`src/rtl/secded_pkg.sv`:
```
package secded_pkg;
  localparam int DATA_W = 64;
  localparam int CHK_W  = 8;
  localparam int POS_W  = 7;

  typedef struct packed {
    logic [DATA_W-1:0] data;
    logic [CHK_W-1:0]  wchk;
    logic [CHK_W-1:0]  syn;
    logic [POS_W-1:0]  pos;
    logic              sd;
    logic              sc;
    logic              dbl;
    logic              multi;
  } out_t;

  // Weight-3 values first, then weight-5, both in ascending order
  function automatic logic [CHK_W-1:0] col_of(input int idx);
    logic [CHK_W-1:0] res;
    logic [CHK_W-1:0] vv;
    int n;
    res = '0;
    n   = 0;
    for (int w = 3; w <= 5; w += 2) begin
      for (int v = 0; v < (1 << CHK_W); v++) begin
        vv = v[CHK_W-1:0];
        if ($countones(vv) == w) begin
          if (n == idx) res = vv;
          n++;
        end
      end
    end
    return res;
  endfunction

  function automatic logic [DATA_W-1:0] chk_mask(input int j);
    logic [DATA_W-1:0] m;
    logic [CHK_W-1:0]  c;
    for (int i = 0; i < DATA_W; i++) begin
      c    = col_of(i);
      m[i] = c[j];
    end
    return m;
  endfunction
endpackage

```
`src/rtl/secded_enc.sv`:
```
module secded_enc
  import secded_pkg::*;
(
  input  logic [DATA_W-1:0] data_i,
  output logic [CHK_W-1:0]  chk_o
);
  for (genvar j = 0; j < CHK_W; j++) begin : g_chk
    localparam logic [DATA_W-1:0] Mask = chk_mask(j);
    assign chk_o[j] = ^(data_i & Mask);
  end
endmodule

```
`src/rtl/secded_dec.sv`:
```
module secded_dec
  import secded_pkg::*;
(
  input  logic [CHK_W-1:0]  syn_i,
  output logic [DATA_W-1:0] flip_o,
  output logic [POS_W-1:0]  pos_o,
  output logic              sd_o,
  output logic              sc_o,
  output logic              dbl_o,
  output logic              multi_o
);
  logic [DATA_W-1:0] hit;
  logic              nz, odd;

  for (genvar i = 0; i < DATA_W; i++) begin : g_col
    localparam logic [CHK_W-1:0] Col = col_of(i);
    assign hit[i] = (syn_i == Col);
  end

  assign nz      = |syn_i;
  assign odd     = ^syn_i;
  assign sd_o    = |hit;
  assign sc_o    = ($countones(syn_i) == 1);
  assign dbl_o   = nz && !odd;
  assign multi_o = odd && !sd_o && !sc_o;
  assign flip_o  = hit;

  always_comb begin
    pos_o = '0;
    for (int i = 0; i < DATA_W; i++)
      if (hit[i]) pos_o = POS_W'(i);
    if (sc_o)
      for (int j = 0; j < CHK_W; j++)
        if (syn_i[j]) pos_o = POS_W'(j);
  end
endmodule

```
`src/rtl/secded_flow.sv`:
```
module secded_flow
  import secded_pkg::*;
#(
  parameter bit OUT_REG = 1'b1
) (
  input  logic              clk_i,
  input  logic              rst_ni,
  input  logic [63:0]       wr_data_i,
  output logic [7:0]        wr_chk_o,
  input  logic [63:0]       rd_data_i,
  input  logic [7:0]        rd_chk_i,
  output logic [63:0]       rd_data_o,
  output logic [7:0]        syn_o,
  output logic [6:0]        err_pos_o,
  output logic              single_data_o,
  output logic              single_chk_o,
  output logic              double_o,
  output logic              multi_o
);
  logic [CHK_W-1:0]  wchk, rchk, syn;
  logic [DATA_W-1:0] flip;
  out_t              nxt, cur;

  secded_enc u_wenc (.data_i(wr_data_i), .chk_o(wchk));
  secded_enc u_renc (.data_i(rd_data_i), .chk_o(rchk));

  assign syn = rchk ^ rd_chk_i;

  secded_dec u_dec (
    .syn_i(syn), .flip_o(flip), .pos_o(nxt.pos),
    .sd_o(nxt.sd), .sc_o(nxt.sc), .dbl_o(nxt.dbl), .multi_o(nxt.multi)
  );

  assign nxt.data = rd_data_i ^ flip;
  assign nxt.wchk = wchk;
  assign nxt.syn  = syn;

  if (OUT_REG) begin : g_reg
    always_ff @(posedge clk_i or negedge rst_ni)
      if (!rst_ni) cur <= '0;
      else         cur <= nxt;
  end else begin : g_flow
    assign cur = nxt;
  end

  assign rd_data_o     = cur.data;
  assign wr_chk_o      = cur.wchk;
  assign syn_o         = cur.syn;
  assign err_pos_o     = cur.pos;
  assign single_data_o = cur.sd;
  assign single_chk_o  = cur.sc;
  assign double_o      = cur.dbl;
  assign multi_o       = cur.multi;


  flag_onehot_chk: assert property (@(posedge clk_i) disable iff (!rst_ni)
    $onehot0({single_data_o, single_chk_o, double_o, multi_o}));

  clean_quiet_chk: assert property (@(posedge clk_i) disable iff (!rst_ni)
    (syn_o == '0) |-> !(single_data_o || single_chk_o || double_o || multi_o));

  chk_weight_chk: assert property (@(posedge clk_i) disable iff (!rst_ni)
    single_chk_o |-> ($countones(syn_o) == 1 && syn_o[err_pos_o[2:0]]));

  dbl_even_chk: assert property (@(posedge clk_i) disable iff (!rst_ni)
    double_o |-> (syn_o != '0 && !(^syn_o) && err_pos_o == '0));

  multi_odd_chk: assert property (@(posedge clk_i) disable iff (!rst_ni)
    multi_o |-> ((^syn_o) && $countones(syn_o) > 1 && err_pos_o == '0));

  data_pos_chk: assert property (@(posedge clk_i) disable iff (!rst_ni)
    single_data_o |-> ($countones(syn_o) == 3 || $countones(syn_o) == 5));
endmodule

```
`config.mk`:
```
export PLATFORM = sky130hd
export DESIGN_NAME = secded_flow
export DESIGN_NICKNAME = d
export VERILOG_FILES = /design/src/rtl/secded_pkg.sv /design/src/rtl/secded_enc.sv /design/src/rtl/secded_dec.sv /design/src/rtl/secded_flow.sv
export SDC_FILE = /design/constraint.sdc
export NUM_CORES = 1
export LEC_CHECK = 0
export BUFFER_PORTS_ARGS = -buffer_cell sky130_fd_sc_hd__buf_2
export CORE_ASPECT_RATIO = 0.7
export CORE_MARGIN = 5
export CORE_UTILIZATION = 35
export DETAILED_ROUTE_END_ITERATION = 12
export MAX_ROUTING_LAYER = met4
export SETUP_SLACK_MARGIN = 0.1
export SLEW_MARGIN = 15
export SYNTH_ARGS = -nofsm -noshare
export SYNTH_HDL_FRONTEND = slang
export SYNTH_SLANG_ARGS = --single-unit
export TNS_END_PERCENT = 10
```
`constraint.sdc`:
```
create_clock -name clk_i -period 0.8 [get_ports clk_i]
set_input_delay 0.04 -clock clk_i [delete_from_list [all_inputs] [get_ports clk_i]]
set_output_delay 0.04 -clock clk_i [all_outputs]
set_load 0.01 [all_outputs]
```
==> results.sh, run 1 <==
export IMPL_ys_warn_count=0
export IMPL_path_class="input port to flip-flop"
export IMPL_start_util=0.358
export IMPL_overflow=0
export IMPL_cts_sinks=90
export IMPL_cap_violations=0
export IMPL_synth_top_cell_area_share=0.288
export IMPL_die_height_um=135
export IMPL_crit_path_frequent_cell="xnor2_2"
export IMPL_final_nets=1555
export IMPL_yosysTopAreaCell="dfrtp_1"
export IMPL_core_um2=21800
export IMPL_grt_max_degree=53
export IMPL_drc_errors=0
export IMPL_fmax_ghz=0.245
export IMPL_drt_wl_total_um=37000
export IMPL_status="finished with violations"
export IMPL_slowest_stage="or4b_4"
export IMPL_cpPeakStageDelay_ps=570
export IMPL_grt_pass1_wl_um=53800
export IMPL_fin_crit_sh=5.10
export IMPL_ios=229
export IMPL_synth_fp_nets=1000
export IMPL_netlist_instances=845
export IMPL_die_w_um=189
export IMPL_cp_required_ps=1050
export IMPL_holdWs_ps=-38.7
export IMPL_root_buffer="clkbuf_16"
export IMPL_first_iter_violations=760
export IMPL_final_cell_mix="283 x buf_4, 194 x buf_2, 175 x xnor2_1, 90 x dfrtp_1, 82 x xor2_1"
export IMPL_cp_cell_sequence="buf_8 -> xnor2_2 -> buf_6 -> xnor2_4 -> xnor2_2 -> buf_4 -> xnor2_2 -> xor2_1 -> xnor3_1 -> inv_2 -> ha_4 -> inv_1 -> fa_2 -> inv_2 -> fa_1 -> ha_2 -> fa_1 -> or4b_4 -> nor2_4 -> a32oi_1 -> o21ai_1 -> a22oi_1"
export IMPL_port_buffers=227
export IMPL_antenna_found_initial=0
export IMPL_vias_per_cell=5.07
export IMPL_synth_edf_count=0
export IMPL_grt_setup_unrepaired="true"
export IMPL_fill_cells=1855
export IMPL_min_path_type="input port to flip-flop"
export IMPL_first_pass_iters=6
export IMPL_grt_pass1_vias=8902
export IMPL_critPathCaptureType="flip-flop"
export IMPL_synth_seq_cells=90
export IMPL_num_vias=8547
export IMPL_die_area_um2=25500
export IMPL_cts_made_buffers=9
export IMPL_pre_cts_ws_ps=-3760
export IMPL_setup_ws_ps=-3280
export IMPL_rows=45
export IMPL_violations="negative hold slack, negative setup slack"
export IMPL_drtAntennaViolNets=0
export IMPL_h_tree_depth=3
export IMPL_syn_cell_area_um2=7810
export IMPL_tritoncts="built"
export IMPL_synthFlopType="dfrtp_1"
export IMPL_cp_top_family="adder cells"
export IMPL_dp_hpwl_um=28800
export IMPL_critical_path_buf_inv_count=6
export IMPL_drive_gt1_frac=0.547
export IMPL_area_growth_pct=75.3
export IMPL_n_antenna_cell=0
export IMPL_cp_arrival_ps=4330
export IMPL_final_common_cell="buf_4"
export IMPL_finalHoldViolations=12
export IMPL_cp_start_kind="input port"
export IMPL_fin_util=0.627
export IMPL_clk_pin_slew_ps=80
export IMPL_synthDistinctLibCells=74
export IMPL_synth_area_leaders="dfrtp_1 29%, xnor2_1 24%, xor2_1 10%"
export IMPL_synthArstFlopShare=1.00
export IMPL_cts_hold_buf=9
export IMPL_groute_usage_overall=0.290
export IMPL_seq_area_frac_synth=0.288
export IMPL_final_min_clock_period_ps=4080
export IMPL_clockBufferDepth=2
export IMPL_path_max_fanout=3
export IMPL_synth_avg_cell_area_um2=9.25
export IMPL_finalWeightedCongestion=1.00
export IMPL_wl_per_cell_um=21.9
export IMPL_finalMaxSlewViolations=0
export IMPL_setup_violations=180
-- layout make-up --
cell class / count / area [um^2] / share of cell area
inverter: 21 / 95.1 / 0.00694
tap: 282 / 353 / 0.0258
clock buffer: 9 / 225 / 0.0164
multi-input combinational: 698 / 6320 / 0.461
clock inverter: 7 / 68.8 / 0.00503
sequential: 90 / 2250 / 0.164
timing repair buffer: 580 / 4380 / 0.320
-- routing by layer --
layer | vias up | share of wire | GRT usage
met5 | - | 0 | -
li1 | 3954 | - | -
met2 | 427 | 0.43 | 0.424
met3 | 59 | 0.099 | 0.0832
met1 | 4107 | 0.45 | 0.403
met4 | 0 | 0.020 | 0.0619
-- kinds of logic after synthesis --
group	after synthesis	share of synthesized area
fa+ha+maj	17	0.0311
compound gates	137	0.117
flops	90	0.288
simple gates	211	0.122
mux	4	0.00528
xor+xnor	328	0.404
buf+inv	57	0.0320
other cells	1	0.000480
-- cell usage after synthesis (2+ instances only) --
library cell	count
fa_1	4
a221oi_1	4
nor2_2	2
nand3_1	21
inv_1	16
xor2_1	90
nor3_1	16
o21ai_1	3
o221ai_1	4
buf_4	2
o32ai_1	2
a211oi_1	6
nand2_1	62
a21oi_1	22
xnor3_1	14
a41oi_1	3
dfrtp_1	90
and2_1	7
mux2i_1	3
or3_1	3
o22ai_1	9
inv_2	4
xnor3_2	2
o211ai_1	2
a21o_1	4
nand4_1	5
buf_2	17
xnor2_1	218
nor2_1	78
a21boi_0	2
clkbuf_1	15
o21ai_0	38
o31ai_1	2
a31oi_1	8
nor4_1	3
and3_1	3
a22oi_1	6
a32oi_1	5
and2_0	2
ha_1	13
a32o_1	2
-- repair_timing --
| item | 4_1_cts | 5_1_grt |
|---|---|---|
| endpoints found under the setup margin | 180 | 181 |
| setup buffers | 29 | 13 |
| resized for setup | 205 | 110 |
| pin swaps | 37 | 32 |
| endpoints found under the hold margin | 125 | 9 |
-- state kept, by name (all words and copies together), names as in the netlist --
register	cells
multi_o	1
wr_chk_o	8
rd_data_o	64
double_o	1
err_pos_o	6
syn_o	8
single_chk_o	1
single_data_o	1
-- worst paths after layout --
check | depth (start not counted) | slack (ps) | endpoint | from
worst max-delay path | 22 | -3280 | err_pos_o[1] | rd_data_i[19]
worst min-delay path | 3 | -40 | rd_data_o[19] | rd_data_i[19]
max in group asynchronous | 3 | 310 | wr_chk_o[5] | rst_ni
min in group asynchronous | 3 | 200 | rd_data_o[51] | rst_ni
-- per-stage QoR --
step                      std cells  cell area (um^2)  TNS [ps]
final                          1687             13700   -153200
after detailed placement       1629             11600   -189780
after floorplan                 845              7870   -139720
after global routing           1687             13700   -161890
after global placement         1629             11600   -187810
after CTS                      1681             13100   -152410
Power of run 1 is not shown: default switching activity piles up to over one toggle a cycle in this logic, so the estimate is an artifact.
==> run 2, diff against run 1 <==
--- a/config.mk
+++ b/config.mk
@@ -6,6 +6,7 @@
 export NUM_CORES = 1
 export LEC_CHECK = 0
 export BUFFER_PORTS_ARGS = -buffer_cell sky130_fd_sc_hd__buf_2
+export CAP_MARGIN = 25
 export CORE_ASPECT_RATIO = 0.7
 export CORE_MARGIN = 5
 export CORE_UTILIZATION = 35
==> constraint.sdc (replaced) <==
create_clock -name clk_i -period 3.3 [get_ports clk_i]
set_input_delay 0.165 -clock clk_i [delete_from_list [all_inputs] [get_ports clk_i]]
set_output_delay 0.165 -clock clk_i [all_outputs]
set_load 0.01 [all_outputs]
==> results.sh, run 2 (synthesized netlist as in run 1, its figures left out) <==
export IMPL_status="finished with violations"
export IMPL_violations="negative setup slack"
export IMPL_tightest_slew_ps=851
export IMPL_final_min_clock_period_ps=4230
export IMPL_fmax_ghz=0.236
export IMPL_holdWs_ps=56.0
export IMPL_cp_arrival_ps=4460
export IMPL_die_area_um2=25500
export IMPL_cts_made_buffers=9
export IMPL_finalMaxSlewViolations=0
export IMPL_drt_wl_total_um=35100
export IMPL_area_growth_pct=50.0
export IMPL_die_w_um=189
export IMPL_cap_violations=0
export IMPL_cts_sinks=90
export IMPL_fin_crit_sh=1.28
export IMPL_fill_cells=2118
export IMPL_cp_startpoint="rd_data_i[59]"
export IMPL_first_iter_violations=709
export IMPL_n_antenna_cell=0
export IMPL_crit_path_frequent_cell="xnor2_1"
export IMPL_start_util=0.358
export IMPL_endpoint="err_pos_o[1]"
export IMPL_tritoncts="built"
export IMPL_cp_cell_sequence="buf_2 -> xnor2_1 -> buf_4 -> xnor2_2 -> xnor2_1 -> buf_4 -> xor2_2 -> xnor2_1 -> xnor2_1 -> inv_1 -> ha_2 -> fa_1 -> fa_1 -> ha_2 -> fa_1 -> or4b_4 -> nor2_4 -> a32oi_1 -> o21ai_1 -> a22oi_1"
export IMPL_path_class="input port to flip-flop"
export IMPL_antenna_found_initial=0
export IMPL_clk_pin_slew_ps=70
export IMPL_largest_reg_flops=64
export IMPL_placed_area_um2=11300
export IMPL_die_height_um=135
export IMPL_cpPeakStageDelay_ps=550
export IMPL_postLayoutCellArea_um2=11700
export IMPL_rows=45
export IMPL_first_pass_iters=5
export IMPL_root_buffer="clkbuf_16"
export IMPL_overflow=0
export IMPL_min_path_type="input port to flip-flop"
export IMPL_drive_gt1_frac=0.429
export IMPL_groute_usage_overall=0.280
export IMPL_multiInputGateArea_um2=5430
export IMPL_critPathCaptureType="flip-flop"
export IMPL_drtAntennaViolNets=0
export IMPL_port_buffers=227
export IMPL_wl_per_cell_um=21.7
export IMPL_clockBufferDepth=2
export IMPL_final_nets=1486
export IMPL_cp_required_ps=3530
export IMPL_grt_setup_unrepaired="true"
export IMPL_ios=229
export IMPL_slowest_stage="or4b_4"
export IMPL_setup_violations=9
export IMPL_vias_per_cell=5.02
export IMPL_finalWeightedCongestion=1.01
export IMPL_num_vias=8130
export IMPL_core_um2=21800
export IMPL_setup_ws_ps=-935
export IMPL_drc_errors=0
export IMPL_grt_max_degree=67
export IMPL_finalHoldViolations=0
export IMPL_final_cell_mix="281 x buf_4, 226 x buf_2, 212 x xnor2_1, 90 x dfrtp_1, 87 x xor2_1"
export IMPL_final_common_cell="buf_4"
export IMPL_path_max_fanout=3
export IMPL_grt_pass1_vias=8097
export IMPL_dp_hpwl_um=29300
export IMPL_h_tree_depth=3
export IMPL_maxSlewHeadroom=0.432
export IMPL_grt_pass1_wl_um=51700
export IMPL_seq_area_um2=2250
export IMPL_cp_start_kind="input port"
-- run 2: per-stage QoR --
stage / setup TNS, ps / utilization / worst slack [ps] / cells
3_5_place_dp: -11840 / 0.516 / -1400 / 1598
6_report: -6960 / 0.537 / -935 / 1618
3_3_place_gp: -12000 / 0.516 / -1360 / 1598
4_1_cts: -6650 / 0.536 / -885 / 1618
5_1_grt: -8700 / 0.537 / -1130 / 1618
2_1_floorplan: -8190 / - / -1090 / 845
-- run 2: timing repair --
action                                  4_1_cts  5_1_grt
endpoints found under the setup margin        9       12
pin swaps                                     8        2
buffers inserted                              3        0
hold endpoints to repair                     65        0
hold buffers                                  1        0
resized for setup                            19        5
-- run 2: final cells by class --
class                           instances  area share
Inverter                               21     0.00715
Tap cell                              282      0.0301
Clock inverter                          7     0.00811
Multi-Input combinational cell        698       0.463
Clock buffer                            9      0.0192
Sequential cell                        90       0.192
Timing Repair Buffer                  511       0.280
-- run 2: worst min path at each step --
stage	end	start	cells after the start	slack, ps
after floorplan	double_o	rst_ni	0	-130
after global placement	rd_data_o[31]	rst_ni	1	330
after detailed placement	rd_data_o[31]	rst_ni	1	340
after CTS	rd_data_o[12]	rd_data_i[12]	2	40
after global routing	rd_data_o[12]	rd_data_i[12]	2	50
final	rd_data_o[12]	rd_data_i[12]	2	60
-- run 2: metal layers --
| metal | wire length [um] | GRT usage | vias to the layer above | share of wire |
|---|---|---|---|---|
| met5 | 0 | - | - | 0 |
| met4 | 650 | 0.0542 | 0 | 0.019 |
| met3 | 2550 | 0.0517 | 36 | 0.073 |
| met2 | 14300 | 0.390 | 375 | 0.41 |
| met1 | 17500 | 0.425 | 3912 | 0.50 |
| li1 | - | - | 3807 | - |
-- run 2: critical path, delay by kind of cell --
family,cells,cell delay (ps)
and+or+nand+nor,2,700
xor gates and xnor gates,6,940
adders and majority gates,5,1800
buffers and inverters,4,600
AOI/OAI and AO/OA,3,260
Power of run 2 is left out for the same reason.
